$ cat config.mk
export PLATFORM = sky130hd
export DESIGN_NAME = usbdev_regs
export DESIGN_NICKNAME = d
export VERILOG_FILES = /design/src/rtl/usbdev_regs_pkg.sv /design/src/rtl/usbdev_regs_ctrl.sv /design/src/rtl/usbdev_regs_dp.sv /design/src/rtl/usbdev_regs.sv
export SDC_FILE = /design/constraint.sdc
export NUM_CORES = 1
export LEC_CHECK = 0
export BUFFER_PORTS_ARGS = -buffer_cell sky130_fd_sc_hd__buf_2
export CAP_MARGIN = 10
export CORE_AREA = 2 2 50 71
export CTS_CLUSTER_DIAMETER = 50
export DETAILED_ROUTE_END_ITERATION = 8
export DIE_AREA = 0 0 52 73
export PLACE_DENSITY_LB_ADDON = 0.3
export SYNTH_ARGS = -nofsm -noshare
export SYNTH_HDL_FRONTEND = slang
export SYNTH_SLANG_ARGS = --single-unit
$ cat constraint.sdc
create_clock -name clk -period 1.29 [get_ports clk]
set_input_delay 0.3225 -clock clk [delete_from_list [all_inputs] [get_ports clk]]
set_output_delay 0.3225 -clock clk [all_outputs]
set_load 0.02 [all_outputs]
$ cat src/rtl/usbdev_regs_pkg.sv
package usbdev_regs_pkg;

  localparam logic [1:0] SEL_ADDR  = 2'd0;
  localparam logic [1:0] SEL_STALL = 2'd1;
  localparam logic [1:0] SEL_STAT  = 2'd2;

  // Status byte bit positions (firmware decodes these)
  localparam int BIT_AUTO  = 0;
  localparam int BIT_FIFO  = 1;
  localparam int BIT_OUT   = 2;
  localparam int BIT_IN    = 3;
  localparam int BIT_NAK   = 4;
  localparam int BIT_CRC   = 5;
  localparam int BIT_IDLEN = 6;
  localparam int BIT_MASK  = 7;

  typedef struct packed {
    logic rstBank;     // bus reset: back to power-on values
    logic wrAddr;      // firmware writes address register
    logic wrStall;     // firmware writes stall register
    logic wrStat;      // firmware writes status register
    logic loadLiveNow; // live address takes write data now
    logic commitLive;  // live address takes stored address
    logic clrStall;    // setup token clears stall flags
    logic setOut;
    logic clrOut;
    logic setIn;
    logic clrIn;
    logic setNak;
    logic clrNak;
    logic setCrc;
    logic setFifo;
    logic nakPulse;    // raise interrupt next cycle
  } strobes_t;

  // Flag update: hardware set > hardware clear > firmware write
  function automatic logic nextFlag(input logic cur, input logic hwSet,
                                    input logic hwClr, input logic fwWr,
                                    input logic fwVal);
    if (hwSet)      return 1'b1;
    else if (hwClr) return 1'b0;
    else if (fwWr)  return fwVal;
    else            return cur;
  endfunction

endpackage

$ cat src/rtl/usbdev_regs_ctrl.sv
module usbdev_regs_ctrl
  import usbdev_regs_pkg::*;
#(
  parameter int LEN_W = 11
) (
  input  logic             clk,
  input  logic             rstN,
  input  logic [1:0]       regSel,
  input  logic             wrEn,
  input  logic             setupTok,
  input  logic             inTok,
  input  logic             outTok,
  input  logic [LEN_W-1:0] outLen,
  input  logic             inDoneOk,
  input  logic             nakSent,
  input  logic             pktErr,
  input  logic             fifoErr,
  input  logic             busReset,
  input  logic             autoSet,
  input  logic             nakMask,
  output strobes_t         str
);

  logic pending;
  logic wrAddrHit;
  logic outHasData;

  assign wrAddrHit  = wrEn && (regSel == SEL_ADDR);
  assign outHasData = |outLen;

  always_comb begin
    str             = '0;
    str.rstBank     = busReset;
    str.wrAddr      = wrAddrHit && !busReset;
    str.wrStall     = wrEn && (regSel == SEL_STALL) && !busReset;
    str.wrStat      = wrEn && (regSel == SEL_STAT) && !busReset;
    str.loadLiveNow = wrAddrHit && !autoSet && !busReset;
    str.commitLive  = inDoneOk && pending && !busReset;
    str.clrStall    = setupTok;
    str.setOut      = outTok && outHasData;
    str.clrOut      = setupTok;
    str.setIn       = inTok;
    str.clrIn       = setupTok || outTok;
    str.setNak      = nakSent;
    str.clrNak      = setupTok || inTok || outTok;
    str.setCrc      = pktErr;
    str.setFifo     = fifoErr;
    str.nakPulse    = nakSent && !nakMask;
  end

  // Deferred-address bookkeeping: a write in auto mode arms, completion commits
  always_ff @(posedge clk or negedge rstN) begin
    if (!rstN) begin
      pending <= 1'b0;
    end else if (busReset) begin
      pending <= 1'b0;
    end else if (wrAddrHit && autoSet) begin
      pending <= 1'b1;
    end else if (inDoneOk) begin
      pending <= 1'b0;
    end
  end

  assert_pending_drop_R12: assert property (@(posedge clk) disable iff (!rstN)
    busReset |=> !pending);

  assert_pending_arm_R6: assert property (@(posedge clk) disable iff (!rstN)
    (wrAddrHit && autoSet && !busReset) |=> pending);

endmodule

$ cat src/rtl/usbdev_regs_dp.sv
module usbdev_regs_dp
  import usbdev_regs_pkg::*;
#(
  parameter int DATA_W = 8,
  parameter int NUM_EP = 5
) (
  input  logic              clk,
  input  logic              rstN,
  input  logic [1:0]        regSel,
  input  logic [DATA_W-1:0] wrData,
  input  strobes_t          str,
  input  logic              tokActive,
  output logic [DATA_W-2:0] liveAddr,
  output logic              wakeBit,
  output logic [NUM_EP-1:0] stallReg,
  output logic              autoSet,
  output logic              nakMask,
  output logic              nakIrq,
  output logic [DATA_W-1:0] rdData
);

  localparam int ADDR_W = DATA_W - 1;

  logic [ADDR_W-1:0] addrField;
  logic fifoF, outF, inF, nakF, crcF, idleN;
  logic [DATA_W-1:0] statByte;

  // Address / wake register and live address
  always_ff @(posedge clk or negedge rstN) begin
    if (!rstN) begin
      addrField <= '0;
      wakeBit   <= 1'b0;
      liveAddr  <= '0;
    end else if (str.rstBank) begin
      addrField <= '0;
      wakeBit   <= 1'b0;
      liveAddr  <= '0;
    end else begin
      if (str.wrAddr) begin
        addrField <= wrData[DATA_W-1:1];
        wakeBit   <= wrData[0];
      end
      if (str.loadLiveNow)
        liveAddr <= wrData[DATA_W-1:1];
      else if (str.commitLive)
        liveAddr <= addrField;
    end
  end

  // Stall flags, one flop per endpoint
  for (genvar ep = 0; ep < NUM_EP; ep++) begin : g_stall
    always_ff @(posedge clk or negedge rstN) begin
      if (!rstN)
        stallReg[ep] <= 1'b0;
      else if (str.rstBank || str.clrStall)
        stallReg[ep] <= 1'b0;
      else if (str.wrStall)
        stallReg[ep] <= wrData[ep];
    end
  end

  // Status byte
  always_ff @(posedge clk or negedge rstN) begin
    if (!rstN) begin
      autoSet <= 1'b0;
      fifoF   <= 1'b0;
      outF    <= 1'b0;
      inF     <= 1'b0;
      nakF    <= 1'b0;
      crcF    <= 1'b0;
      idleN   <= 1'b1;
      nakMask <= 1'b0;
      nakIrq  <= 1'b0;
    end else if (str.rstBank) begin
      autoSet <= 1'b0;
      fifoF   <= 1'b0;
      outF    <= 1'b0;
      inF     <= 1'b0;
      nakF    <= 1'b0;
      crcF    <= 1'b0;
      idleN   <= 1'b1;
      nakMask <= 1'b0;
      nakIrq  <= 1'b0;
    end else begin
      autoSet <= nextFlag(autoSet, 1'b0, 1'b0, str.wrStat, wrData[BIT_AUTO]);
      fifoF   <= nextFlag(fifoF, str.setFifo, 1'b0, str.wrStat, wrData[BIT_FIFO]);
      outF    <= nextFlag(outF, str.setOut, str.clrOut, str.wrStat, wrData[BIT_OUT]);
      inF     <= nextFlag(inF, str.setIn, str.clrIn, 1'b0, 1'b0);
      nakF    <= nextFlag(nakF, str.setNak, str.clrNak, 1'b0, 1'b0);
      crcF    <= nextFlag(crcF, str.setCrc, 1'b0, str.wrStat, wrData[BIT_CRC]);
      idleN   <= !tokActive;
      nakMask <= nextFlag(nakMask, 1'b0, 1'b0, str.wrStat, wrData[BIT_MASK]);
      nakIrq  <= str.nakPulse;
    end
  end

  always_comb begin
    statByte            = '0;
    statByte[BIT_AUTO]  = autoSet;
    statByte[BIT_FIFO]  = fifoF;
    statByte[BIT_OUT]   = outF;
    statByte[BIT_IN]    = inF;
    statByte[BIT_NAK]   = nakF;
    statByte[BIT_CRC]   = crcF;
    statByte[BIT_IDLEN] = idleN;
    statByte[BIT_MASK]  = nakMask;
  end

  always_comb begin
    case (regSel)
      SEL_ADDR:  rdData = {addrField, wakeBit};
      SEL_STALL: rdData = DATA_W'(stallReg);
      SEL_STAT:  rdData = statByte;
      default:   rdData = '0;
    endcase
  end

  assert_err_sticky_R8: assert property (@(posedge clk) disable iff (!rstN)
    (crcF && !str.wrStat && !str.rstBank) |=> crcF);

  assert_err_set_R8: assert property (@(posedge clk) disable iff (!rstN)
    (str.setCrc && !str.rstBank) |=> crcF);

  assert_in_ro_R9: assert property (@(posedge clk) disable iff (!rstN)
    (!str.setIn && !str.rstBank && !inF) |=> !inF);

endmodule

$ cat src/rtl/usbdev_regs.sv
module usbdev_regs
  import usbdev_regs_pkg::*;
#(
  parameter int DATA_W = 8,
  parameter int NUM_EP = 5,
  parameter int LEN_W  = 11
) (
  input  logic              clk,
  input  logic              rstN,
  input  logic [1:0]        regSel,
  input  logic              wrEn,
  input  logic [DATA_W-1:0] wrData,
  output logic [DATA_W-1:0] rdData,
  input  logic              setupTok,
  input  logic              inTok,
  input  logic              outTok,
  input  logic [LEN_W-1:0]  outLen,
  input  logic              inDoneOk,
  input  logic              nakSent,
  input  logic              pktErr,
  input  logic              fifoErr,
  input  logic              busReset,
  input  logic              tokActive,
  output logic [DATA_W-2:0] devAddr,
  output logic              wakeEn,
  output logic [NUM_EP-1:0] stallMask,
  output logic              nakIrq
);

  strobes_t str;
  logic autoSet;
  logic nakMask;

  usbdev_regs_ctrl #(.LEN_W(LEN_W)) u_ctrl (
    .clk(clk), .rstN(rstN), .regSel(regSel), .wrEn(wrEn),
    .setupTok(setupTok), .inTok(inTok), .outTok(outTok), .outLen(outLen),
    .inDoneOk(inDoneOk), .nakSent(nakSent), .pktErr(pktErr),
    .fifoErr(fifoErr), .busReset(busReset), .autoSet(autoSet),
    .nakMask(nakMask), .str(str)
  );

  usbdev_regs_dp #(.DATA_W(DATA_W), .NUM_EP(NUM_EP)) u_dp (
    .clk(clk), .rstN(rstN), .regSel(regSel), .wrData(wrData), .str(str),
    .tokActive(tokActive), .liveAddr(devAddr), .wakeBit(wakeEn),
    .stallReg(stallMask), .autoSet(autoSet), .nakMask(nakMask),
    .nakIrq(nakIrq), .rdData(rdData)
  );

  assert_live_cause_R6: assert property (@(posedge clk) disable iff (!rstN)
    !$stable(devAddr) |-> ($past(busReset) || $past(inDoneOk) ||
                           ($past(wrEn) && $past(regSel) == SEL_ADDR)));

  assert_stall_clear_R4: assert property (@(posedge clk) disable iff (!rstN)
    (setupTok || busReset) |=> (stallMask == '0));

  assert_nak_pulse_R11: assert property (@(posedge clk) disable iff (!rstN)
    (nakSent && !nakMask && !busReset) |=> nakIrq);

  assert_nak_cause_R11: assert property (@(posedge clk) disable iff (!rstN)
    nakIrq |-> $past(nakSent));

  assert_reset_live_R12: assert property (@(posedge clk) disable iff (!rstN)
    busReset |=> (devAddr == '0 && !wakeEn));

endmodule

==> run_results.csv <==
group,metric,value,unit
die,num_rows,25,
critical_path,critPathCaptureType,"output port",
global_route,grt_antenna_before_repair,0,
yosys,syn_avg_cell_area,9.11,µm²
global_route,grt_usage,25.2,%
critical_path,rrSetupSlack,40,ps
drt,routed_wl,4490,µm
critical_path,rr_startpoint,"u_dp.autoSet",
yosys,ys_seq_area_share,49.7,%
critical_path,critPathMaxStageDelay,520,ps
timing,tightest_slew,292,ps
power_and_ir_drop,cellPowerDensity,949,nW/µm²
die,dieArea,3800,µm²
place,io_buffers,54,
run_status,status,"complete, but fails checks",
yosys,syn-cell-area,1510,µm²
critical_path,cp-startpoint,"u_dp.idleN",
timing,post-route-period-util,109,%
cts,cts_made_buffers,5,
drt,via_per_inst,5.39,
global_route,grt_max_degree,31,
timing,finalHoldViolCount,0,
cts,cts_num_sinks,30,
final_layout,n_fill_cell,263,
final_layout,final_net_count,285,
die,io_pins,55,
yosys,ys_ff_latch,30,
cts,h-tree-depth,2,
critical_path,cp.buffers_inverters,1,
drt,dr.pass1.iters,4,
final_layout,drive_above_1_share,42.3,%
critical_path,crit_arrival,1080,ps
yosys,yosysWarnings,0,
power_and_ir_drop,leakage,1.17,nW
drt,final_antenna_net_count,0,
die,start_util,47.0,%
die,die_width,52,µm
drt,route.detailed.drc,0,
cts,worstSkewPairLatency,280,ps
critical_path,path_class,"reg -> out",
critical_path,cp-start-kind,"register",
timing,worst_slack,-117,ps
timing,fmax,0.711,GHz
yosys,synth_fp_nets,199,
cts,clock_path_buffers,2,
yosys,syn_inst,166,
timing,timing.final.crit_period,1410,ps
global_route,grt_pass1_wl,6930,µm
worst_hold_path,hold_start,"tokActive",
global_route,grt_pass1_vias,1474,
critical_path,cp_cell_sequence,"mux2i_1 > nor2_1 > buf_4",
power_and_ir_drop,vdd_drop_max,0.928,mV
yosys,synth_cell_types,25,
critical_path,cp_data_required_time,970,ps
timing,fin_tns_setup,-664,ps
drt,routed-via-count,1578,
die,core,3220,µm²
cts,root_buffer,"clkbuf_8",
critical_path,slowest_stage,"dfstp_2",
drt,wire_per_inst,15.3,µm
critical_path,crit_family,"flip-flops",
worst_hold_path,min_path_type,"in -> reg",
timing,skew,1.79,ps
place,hpwl,3030,µm
timing,slew_headroom,80.5,%
drt,drt_iter0_drc,34,
run_status,violations,"setup timing",
power_and_ir_drop,power,2.14,mW
place,preCtsSetupSlack,-146,ps
timing,rsz0062_at_grt,"true",
flow_run,drv_cap,0,
final_layout,antenna_cells,0,
cts,cts_tree,"yes",
cts,cts.clk_slew.worst_paths,60,ps
final_layout,areaGrowthSynthToFinish,49.0,%
timing,drv_slew,0,
critical_path,path_max_fanout,1,
global_route,grt_overflow,0,
timing,finalSetupViolations,8,
timing,whs,179,ps
place,place_congestion,0.828,
die,die_y,73,µm
[per-stage QoR]
stage               cells  utilization, %  instance area, µm²
finish                293            70.0                2250
global route          293            70.0                2250
CTS                   288            66.4                2140
detailed placement    266            59.8                1930
global placement      266            59.8                1930
floorplan             166               -                1510
[final cells by class]
class | instances | area (µm²) | area share [%]
clock buffer | 8 | 90.1 | 4.00
sequential | 30 | 752 | 33.4
tap | 40 | 50.0 | 2.22
timing repair buffer | 92 | 628 | 27.9
inverter | 4 | 15.0 | 0.666
multi-input combinational | 119 | 719 | 31.9
[layout by cell type (no fill, tap or decap), types with 2 or more instances in the layout]
| master | n |
|---|---|
| buf_2 | 43 |
| buf_4 | 39 |
| nand2_1 | 31 |
| dfrtp_1 | 29 |
| mux2i_1 | 17 |
| nor2_1 | 14 |
| a21oi_1 | 14 |
| nand3_1 | 9 |
| buf_6 | 8 |
| clkbuf_8 | 6 |
| o21ai_1 | 5 |
| nor3_1 | 4 |
| inv_1 | 4 |
| nor3_2 | 3 |
| a311oi_2 | 3 |
| a311oi_1 | 3 |
| nor3b_1 | 2 |
| or2_2 | 2 |
| nand3b_1 | 2 |
| nor4_1 | 2 |
| clkbuf_1 | 2 |
[worst reg2reg max path, stage by stage, from the launching register on]
cell,delay [ps]
dfrtp_1,430
or2_2,400
nor3_1,210
a311oi_2,80
[registers in the layout, summed over array words and instances, names as in the netlist]
signal and flops:
u_ctrl.pending 1, u_dp.addrField 7, u_dp.autoSet 1, u_dp.crcF 1
u_dp.fifoF 1, u_dp.idleN 1, u_dp.inF 1, u_dp.liveAddr 7
u_dp.nakF 1, u_dp.nakIrq 1, u_dp.nakMask 1, u_dp.outF 1
u_dp.stallReg 5, u_dp.wakeBit 1
[where the power goes]
part           switching (mW)  internal, mW
logic                   0.195         0.174
clock network           0.342         0.434
registers              0.0186         0.976
[cell usage after synthesis]
master | n | share of area, %
a21oi_1 | 14 | 4.6
a311o_1 | 1 | 0.66
a311oi_1 | 6 | 3.5
a31oi_1 | 1 | 0.41
buf_2 | 5 | 1.7
buf_6 | 1 | 0.74
clkbuf_1 | 7 | 1.7
dfrtp_1 | 29 | 48
dfstp_2 | 1 | 1.7
inv_1 | 4 | 0.99
mux2i_1 | 17 | 11
nand2_1 | 31 | 7.7
nand2b_1 | 1 | 0.41
nand3_1 | 9 | 3.0
nand3b_1 | 2 | 0.99
nor2_1 | 14 | 3.5
nor2b_1 | 2 | 0.83
nor3_1 | 6 | 2.0
nor3_2 | 1 | 0.66
nor3b_1 | 2 | 0.99
nor4_1 | 2 | 0.83
o21ai_0 | 6 | 2.0
o31ai_1 | 1 | 0.50
or2_2 | 2 | 0.83
or3b_1 | 1 | 0.58
[path summary, 6_finish.rpt]
check	end	cells after the start
setup / recovery	rdData[6]	3
hold / removal	u_dp.idleN	2
setup reg to reg	u_dp.liveAddr[3]	3
hold reg to reg	u_dp.inF	2
max in group asynchronous	u_dp.idleN	3
min in group asynchronous	u_dp.liveAddr[6]	3
[cell families (layout without fill, tap and decap cells)]
kind of cell | count (synthesis) | in the layout | share of synthesized area [%]
buf+inv | 17 | 104 | 5.13
compound gates | 29 | 29 | 11.7
simple gates | 73 | 73 | 22.2
flops | 30 | 30 | 49.7
mux | 17 | 17 | 11.2
[routing by layer]
layer  share of wire, %  track usage (%)
met4                3.4             12.6
met3                4.5             5.94
met5                  0                0
met1                 37             28.6
met2                 55             43.3
[what timing repair did]
| action | 4_1_cts | 5_1_grt |
|---|---|---|
| setup endpoints to repair | 8 | 15 |
| setup buffers | 13 | 5 |
| gates resized for setup | 6 | 20 |
| endpoints found under the hold margin | 29 | 0 |
| hold buffers | 1 | 0 |
Note: power is estimated with default switching activity, not from simulation.
